**src/rtl/tdmc_pkg.sv**
```systemverilog
package tdmc_pkg;

   typedef enum logic [1:0] {
      SLOT_CMD   = 2'd0,
      SLOT_CHAN  = 2'd1,
      SLOT_SPARE = 2'd2
   } slot_kind_e;

   // packet 0 is the command, 1..n_chan are channel slots, the rest are spare
   function automatic slot_kind_e classify(input int unsigned pkt, input int unsigned n_chan);
      if (pkt == 0)
         return SLOT_CMD;
      else if (pkt <= n_chan)
         return SLOT_CHAN;
      else
         return SLOT_SPARE;
   endfunction

endpackage

```
**src/rtl/tdmc_frame_timer.sv**
```systemverilog
module tdmc_frame_timer #(
   parameter int FRAME_BITS = 256,
   parameter int BIT_W      = 5,
   parameter int IDX_W      = 9
) (
   input  logic                   bck,
   input  logic                   rst_n,
   input  logic                   lrck,
   output logic                   frame_start,
   output logic                   cur_ok,
   output logic [IDX_W-2-BIT_W:0] cur_pkt,
   output logic [BIT_W-1:0]       cur_bit,
   output logic                   post_ok,
   output logic [IDX_W-2-BIT_W:0] post_pkt
);
   localparam logic [IDX_W-1:0] IDLE = IDX_W'(FRAME_BITS);

   logic             lr_q;
   logic [IDX_W-1:0] cnt_q;
   logic [IDX_W-1:0] cur_idx;

   assign frame_start = lrck & ~lr_q;

   // a frame edge always wins, even in the middle of a packet
   always_comb begin
      if (frame_start)
         cur_idx = '0;
      else if (cnt_q == IDLE)
         cur_idx = IDLE;
      else
         cur_idx = cnt_q + IDX_W'(1);
   end

   always_ff @(posedge bck or negedge rst_n) begin
      if (!rst_n) begin
         lr_q  <= 1'b0;
         cnt_q <= IDLE;
      end else begin
         lr_q  <= lrck;
         cnt_q <= cur_idx;
      end
   end

   assign cur_ok   = cur_idx < IDLE;
   assign cur_pkt  = cur_idx[IDX_W-2:BIT_W];
   assign cur_bit  = cur_idx[BIT_W-1:0];
   assign post_ok  = cnt_q < IDLE;
   assign post_pkt = cnt_q[IDX_W-2:BIT_W];

endmodule

```
**src/rtl/tdmc_slot_owner.sv**
```systemverilog
module tdmc_slot_owner #(
   parameter int CH_SLOTS = 6,
   parameter int NUM_CH   = 2,
   parameter int PKT_W    = 3,
   parameter int SEL_W    = 1
) (
   input  logic             bck,
   input  logic             rst_n,
   input  logic             frame_start,
   input  logic             cur_ok,
   input  logic             first_bit,
   input  logic             chain_in,
   input  logic [PKT_W-1:0] pkt,
   input  logic             post_ok,
   input  logic [PKT_W-1:0] post_pkt,
   output logic             owned,
   output logic [SEL_W-1:0] owned_sel,
   output logic             last_post
);
   import tdmc_pkg::*;

   localparam logic [PKT_W:0]   SPAN      = (PKT_W+1)'(NUM_CH);
   localparam logic [PKT_W-1:0] LAST_OFFS = PKT_W'(NUM_CH - 1);

   logic             arm_q;
   logic             taken_q;
   logic [PKT_W-1:0] base_q;
   logic             cur_chan;
   logic             post_chan;
   logic             start_now;
   logic             eff_taken;
   logic [PKT_W-1:0] eff_base;
   logic [PKT_W-1:0] offs;
   logic [PKT_W-1:0] post_offs;

   assign cur_chan  = classify(int'(pkt), CH_SLOTS) == SLOT_CHAN;
   assign post_chan = classify(int'(post_pkt), CH_SLOTS) == SLOT_CHAN;

   // a run starts at the first channel boundary after the token was seen
   assign start_now = cur_ok && first_bit && cur_chan && arm_q && !taken_q && !frame_start;
   assign eff_taken = taken_q | start_now;
   assign eff_base  = start_now ? pkt : base_q;
   assign offs      = pkt - eff_base;
   assign owned     = cur_ok && eff_taken && cur_chan && (pkt >= eff_base) && ({1'b0, offs} < SPAN);

   generate
      if (NUM_CH == 1) begin : g_sel_single
         assign owned_sel = '0;
      end else begin : g_sel_multi
         assign owned_sel = offs[SEL_W-1:0];
      end
   endgenerate

   assign post_offs = post_pkt - base_q;
   assign last_post = post_ok && taken_q && post_chan && (post_pkt >= base_q) && (post_offs == LAST_OFFS);

   always_ff @(posedge bck or negedge rst_n) begin
      if (!rst_n) begin
         arm_q   <= 1'b0;
         taken_q <= 1'b0;
         base_q  <= '0;
      end else if (frame_start) begin
         arm_q   <= chain_in;
         taken_q <= 1'b0;
         base_q  <= '0;
      end else if (cur_ok) begin
         if (start_now) begin
            arm_q   <= 1'b0;
            taken_q <= 1'b1;
            base_q  <= pkt;
         end else if (chain_in && !taken_q) begin
            arm_q <= 1'b1;
         end
      end
   end

endmodule

```
**src/rtl/tdmc_word_capture.sv**
```systemverilog
module tdmc_word_capture #(
   parameter int PKT_BITS = 32,
   parameter int ID_W     = 5,
   parameter int SEL_W    = 1
) (
   input  logic                bck,
   input  logic                rst_n,
   input  logic                din,
   input  logic                cur_ok,
   input  logic                last_bit,
   input  logic                is_cmd,
   input  logic                owned,
   input  logic [SEL_W-1:0]    owned_sel,
   input  logic [ID_W-1:0]     dev_id,
   output logic                din_q,
   output logic                ch_valid,
   output logic [SEL_W-1:0]    ch_sel,
   output logic [PKT_BITS-1:0] ch_data,
   output logic                cmd_valid,
   output logic [PKT_BITS-1:0] cmd_data
);
   logic [PKT_BITS-2:0] sh_q;
   logic [PKT_BITS-1:0] word;
   logic                cmd_hit;
   logic                word_done;

   assign word      = {sh_q, din};
   assign word_done = cur_ok && last_bit;
   assign cmd_hit   = word[PKT_BITS-1] || (word[PKT_BITS-2 -: ID_W] == dev_id);

   always_ff @(posedge bck or negedge rst_n) begin
      if (!rst_n) begin
         sh_q      <= '0;
         din_q     <= 1'b0;
         ch_valid  <= 1'b0;
         ch_sel    <= '0;
         ch_data   <= '0;
         cmd_valid <= 1'b0;
         cmd_data  <= '0;
      end else begin
         sh_q      <= word[PKT_BITS-2:0];
         din_q     <= din;
         ch_valid  <= 1'b0;
         cmd_valid <= 1'b0;
         if (word_done && is_cmd && cmd_hit) begin
            cmd_valid <= 1'b1;
            cmd_data  <= word;
         end
         if (word_done && owned) begin
            ch_valid <= 1'b1;
            ch_sel   <= owned_sel;
            ch_data  <= word;
         end
      end
   end

endmodule

```
**src/rtl/tdm_chain_rx.sv**
```systemverilog
module tdm_chain_rx #(
   parameter int PKT_BITS   = 32,
   parameter int FRAME_BITS = 256,
   parameter int CH_SLOTS   = 6,
   parameter int NUM_CH     = 2,
   parameter int ID_W       = 5,
   parameter int MAX_DEV    = 30,
   localparam int SEL_W     = (NUM_CH > 1) ? $clog2(NUM_CH) : 1
) (
   input  logic                bck,
   input  logic                rst_n,
   input  logic                lrck,
   input  logic                din,
   input  logic                chain_in,
   input  logic [ID_W-1:0]     dev_id,
   output logic                dout,
   output logic                chain_out,
   output logic                ch_valid,
   output logic [SEL_W-1:0]    ch_sel,
   output logic [PKT_BITS-1:0] ch_data,
   output logic                cmd_valid,
   output logic [PKT_BITS-1:0] cmd_data
);
   localparam int IDX_W = $clog2(FRAME_BITS) + 1;
   localparam int BIT_W = $clog2(PKT_BITS);
   localparam int PKT_W = IDX_W - 1 - BIT_W;

   // elaboration checks on the parameter set
   generate
      if ((1 << BIT_W) != PKT_BITS) begin : g_bad_pkt
         $error("PKT_BITS must be a power of two");
      end
      if ((1 << (IDX_W - 1)) != FRAME_BITS) begin : g_bad_frame
         $error("FRAME_BITS must be a power of two");
      end
      if ((CH_SLOTS + 1) * PKT_BITS > FRAME_BITS) begin : g_bad_slots
         $error("command plus channel slots exceed the frame");
      end
      if (NUM_CH < 1 || NUM_CH > CH_SLOTS) begin : g_bad_nch
         $error("NUM_CH out of range");
      end
      if (ID_W + 1 > PKT_BITS || MAX_DEV >= (1 << ID_W)) begin : g_bad_id
         $error("ID field too narrow or too wide");
      end
   endgenerate

   logic             frame_start;
   logic             cur_ok;
   logic [PKT_W-1:0] cur_pkt;
   logic [BIT_W-1:0] cur_bit;
   logic             post_ok;
   logic [PKT_W-1:0] post_pkt;
   logic             owned;
   logic [SEL_W-1:0] owned_sel;
   logic             last_post;
   logic             din_q;

   tdmc_frame_timer #(
      .FRAME_BITS(FRAME_BITS),
      .BIT_W     (BIT_W),
      .IDX_W     (IDX_W)
   ) i_timer (
      .bck        (bck),
      .rst_n      (rst_n),
      .lrck       (lrck),
      .frame_start(frame_start),
      .cur_ok     (cur_ok),
      .cur_pkt    (cur_pkt),
      .cur_bit    (cur_bit),
      .post_ok    (post_ok),
      .post_pkt   (post_pkt)
   );

   tdmc_slot_owner #(
      .CH_SLOTS(CH_SLOTS),
      .NUM_CH  (NUM_CH),
      .PKT_W   (PKT_W),
      .SEL_W   (SEL_W)
   ) i_owner (
      .bck        (bck),
      .rst_n      (rst_n),
      .frame_start(frame_start),
      .cur_ok     (cur_ok),
      .first_bit  (cur_bit == '0),
      .chain_in   (chain_in),
      .pkt        (cur_pkt),
      .post_ok    (post_ok),
      .post_pkt   (post_pkt),
      .owned      (owned),
      .owned_sel  (owned_sel),
      .last_post  (last_post)
   );

   tdmc_word_capture #(
      .PKT_BITS(PKT_BITS),
      .ID_W    (ID_W),
      .SEL_W   (SEL_W)
   ) i_capture (
      .bck      (bck),
      .rst_n    (rst_n),
      .din      (din),
      .cur_ok   (cur_ok),
      .last_bit (cur_bit == '1),
      .is_cmd   (cur_pkt == '0),
      .owned    (owned),
      .owned_sel(owned_sel),
      .dev_id   (dev_id),
      .din_q    (din_q),
      .ch_valid (ch_valid),
      .ch_sel   (ch_sel),
      .ch_data  (ch_data),
      .cmd_valid(cmd_valid),
      .cmd_data (cmd_data)
   );

   // launch side: token and echo change half a bit after sampling
   always_ff @(negedge bck or negedge rst_n) begin
      if (!rst_n) begin
         chain_out <= 1'b0;
         dout      <= 1'b0;
      end else begin
         chain_out <= last_post;
         dout      <= din_q;
      end
   end

endmodule

```
**config.mk**
```make
export PLATFORM = sky130hd
export DESIGN_NAME = tdm_chain_rx
export DESIGN_NICKNAME = d
export VERILOG_FILES = /design/src/rtl/tdmc_pkg.sv /design/src/rtl/tdmc_frame_timer.sv /design/src/rtl/tdmc_slot_owner.sv /design/src/rtl/tdmc_word_capture.sv /design/src/rtl/tdm_chain_rx.sv
export SDC_FILE = /design/constraint.sdc
export NUM_CORES = 1
export LEC_CHECK = 0
export BUFFER_PORTS_ARGS = -buffer_cell sky130_fd_sc_hd__buf_2
export CORE_MARGIN = 8
export CORE_UTILIZATION = 31
export DETAILED_ROUTE_END_ITERATION = 16
export GPL_TIMING_DRIVEN = 0
export PLACE_DENSITY = 0.55
export SLEW_MARGIN = 20
export SYNTH_ARGS = -nofsm -noshare
export SYNTH_HDL_FRONTEND = slang
export SYNTH_HIERARCHICAL = 1
export SYNTH_SLANG_ARGS = --single-unit
```
**constraint.sdc**
```tcl
create_clock -name bck -period 5.65 [get_ports bck]
set_input_delay 0.2825 -clock bck [delete_from_list [all_inputs] [get_ports bck]]
set_output_delay 0.2825 -clock bck [all_outputs]
set_load 0.01 [all_outputs]
```
==> metrics.yaml <==
status: "completed"
powerDensity_nw_per_um2: 338.5
cts_post_setup_buffers_inserted: 0
drtIter0Drc: 127
drv_slew: 0
start_kind: "register"
whs_ns: 0.1167
antenna_cells: 0
cts_buffer_depth: 2
max_freq_ghz: 0.1926
clk_pin_slew_ns: 0.06
slew_headroom: 0.6274
worstPathMaxFanout: 10
die_x_um: 139.4
start_util: 0.3140
crit_family: "simple AND/OR/NAND/NOR gates"
ios: 79
grt_pass1_wl_mm: 16.76
setup_viol: 0
end_kind: "register"
antenna_found_initial: 0
firstDrtPassIters: 4
synthCells: 329
clock_latency_ns: 0.40
fin_crit_sh: 0.9189
crit_buf_inv: 3
yosys_register_bits: 115
hold_path.class: "primary input to register"
p_clk_frac: 0.504
core_area_um2: 15030
p_int_mw: 1.521
finalHoldViolCount: 0
slowest_stage: "or4_1"
cap_violations: 0
yosysSeqAreaShare: 0.6099
drc: 0
vias: 2834
synth-async-reset-ratio: 1.000
path_cells: "nor4_1 > a41o_2 > nor2_1 > buf_4 > or4_1 > nor2_2 > nand3b_1 > nor4_4 > mux2_4 > ha_1 > inv_1 > fa_1 > or3b_1 > a22o_1 > nor4b_2 > nand3_2 > clkbuf_2 > mux2_2"
place_area_um2: 5380
peakVddDrop_mv: 0.2152
rsz0062_at_grt: "false"
p_leak_nw: 3.147
cts_tree: "yes"
seqPwrFrac: 0.433
worst_pin_slew_ns: 0.5590
fin_tns_setup_ns: 0
nets: 450
critPathMaxStageDelay_ns: 0.53
yosys_warnings: 6
rows: 45
grt_max_degree: 60
h-tree-depth: 4
drive_gt1_frac: 0.4695
synthTopCellsByArea: "dfrtp_1, mux2_4, mux2_2"
port_buffers: 78
syn_to_final_growth_pct: 27.19
numCtsBuffers: 17
critical_path_required_ns: 5.94
total_power_mw: 2.033
skew_ns: 0.02171
synth_ff_type: "dfrtp_1"
min_period_ns: 5.192
cts.sinks: 115
grt_overflow: 0
die_h_um: 139.4
p_sw_mw: 0.5119
grt_pass1_vias: 3255
gp_congestion: 0.7572
path_class: "register to register"
drt-total-wl_mm: 9.913
track_usage: 0.1100
design_area_um2: 6005
p_sw_frac: 0.2518
comb_power_share: 0.063
cts_root_buf: "clkbuf_16"
post_synth_num_cell_types: 44
vias_per_cell: 4.491
syn_avg_cell_area_um2: 14.35
dpl.hpwl_mm: 6.940
dieArea_um2: 19430
final_antenna_net_count: 0
post_drt_wl_per_cell_um: 15.71
syn-num-nets: 349
synth-edff-count: 0
arrival_ns: 5.48
syn-cell-area_um2: 4721
yosysTopAreaCellShare: 0.5937
yosys.area.top_type: "dfrtp_1"
-- synth_stat cells (all sizes together) (8+ instances only) --
cell type / instances
a21oi: 10
dfrtp: 112
mux2: 64
o21ai: 8
nand2: 8
inv: 17
buf: 19
nand3: 8
ha: 8
nor2: 17
-- worst register-to-register path: stages (launching register included) --
cell and delay [ns]:
dfrtp_1 0.43, nor4_1 0.29, a41o_2 0.34, nor2_1 0.09, buf_4 0.14, or4_1 0.53, nor2_2 0.23, nand3b_1 0.18
nor4_4 0.29, mux2_4 0.23, ha_1 0.15, inv_1 0.06, fa_1 0.40, or3b_1 0.38, a22o_1 0.20, nor4b_2 0.27
nand3_2 0.25, clkbuf_2 0.30, mux2_2 0.32
-- worst paths after layout --
path | slack, ns | startpoint | cells after the start | to
min in group asynchronous | 0.42 | rst_n | 2 | i_owner/base_q[1]
worst min-delay path | 0.12 | chain_in | 3 | i_owner/arm_q
worst max register to register | 0.46 | i_timer/cnt_q[5] | 18 | i_capture/ch_data[27]
worst max-delay path | 0.46 | i_timer/cnt_q[5] | 18 | i_capture/ch_data[27]
worst min register to register | 0.39 | i_capture/sh_q[20] | 0 | i_capture/sh_q[21]
max in group asynchronous | 1.85 | rst_n | 3 | chain_out
-- flip-flops by register name, indices dropped and copies added, names as in the netlist --
name	count
dout	1
i_timer/lr_q	1
chain_out	1
i_owner/taken_q	1
i_capture/cmd_data	32
i_capture/sh_q	31
i_owner/base_q	3
i_capture/ch_valid	1
i_capture/ch_data	32
i_timer/cnt_q	9
i_capture/cmd_valid	1
i_owner/arm_q	1
i_capture/ch_sel	1
-- cell families after synthesis --
group | Yosys count | share of synthesized area
flip-flops | 115 | 0.6099
AND/OR/NAND/NOR | 69 | 0.08667
multiplexers | 66 | 0.1808
buffers and inverters | 37 | 0.04691
AO/OA/AOI/OAI | 23 | 0.02942
adder cells (fa/ha/maj) | 10 | 0.02969
XOR/XNOR | 9 | 0.01670
-- cells in the final DEF, fill, tap and decap left out, drive strengths merged, types with 2 or more instances in the layout --
cell type | netlist | layout
nor2b | 2 | 2
nand4 | 3 | 3
o21ai | 8 | 8
a21oi | 10 | 10
dfrtn | 2 | 2
fa | 2 | 2
clkbuf | 1 | 18
dlygate4sd3 | 0 | 3
nand2 | 8 | 8
clkinv | 0 | 6
nor3 | 6 | 6
xnor2 | 3 | 3
buf | 19 | 98
inv | 17 | 22
mux2i | 2 | 2
ha | 8 | 8
a21o | 2 | 2
mux2 | 64 | 64
nor2 | 17 | 17
xor2 | 6 | 6
nor4 | 6 | 6
dfrtp | 112 | 112
or3 | 6 | 6
clkinvlp | 0 | 3
nand3 | 8 | 8
nand2b | 3 | 3
nand3b | 2 | 2
-- per-layer routing --
layer  vias to the layer above  routed length, um  track usage
met1                      1412               4502       0.1309
met5                         -                  0            0
met2                        78               4473       0.1671
met4                         0                178      0.05199
met3                        12                759      0.04925
li1                       1332                  -            -
-- final cells by class --
cell class	instances	area, um2
fill	1433	9029
sequential	115	2879
multi-input combinational	177	1638
timing repair buffer	82	454.2
clock buffer	17	425.4
tap	188	235.2
buffer	20	158.9
clock inverter	15	150.1
inverter	17	63.81
-- power by group through the flow --
| stage | clock network, mW | logic (mW) | registers (mW) |
|---|---|---|---|
| after floorplan | 0 | 0.0831 | 0.888 |
| after global placement | 0 | 0.118 | 0.894 |
| after detailed placement | 0 | 0.125 | 0.895 |
| after CTS | 1.06 | 0.128 | 0.880 |
| after global routing | 1.10 | 0.145 | 0.885 |
| final | 1.02 | 0.128 | 0.881 |
-- per-stage QoR --
stage | setup WS, ns | std cells | util
after detailed placement | -0.2925 | 596 | 0.3579
after CTS | 0.007200 | 631 | 0.3987
after global routing | 0.003900 | 631 | 0.3994
after floorplan | 0.8829 | 329 | -
final | 0.4581 | 631 | 0.3994
after global placement | -0.1326 | 595 | 0.3556
-- repair_timing --
action | in CTS | in global routing
hold buffers | 3 | 0
hold endpoints to repair | 57 | 0
pin swaps | 0 | 0
setup endpoints to repair | 28 | 34
resized for setup | 2 | 5
(Power assumes the default switching activity.)
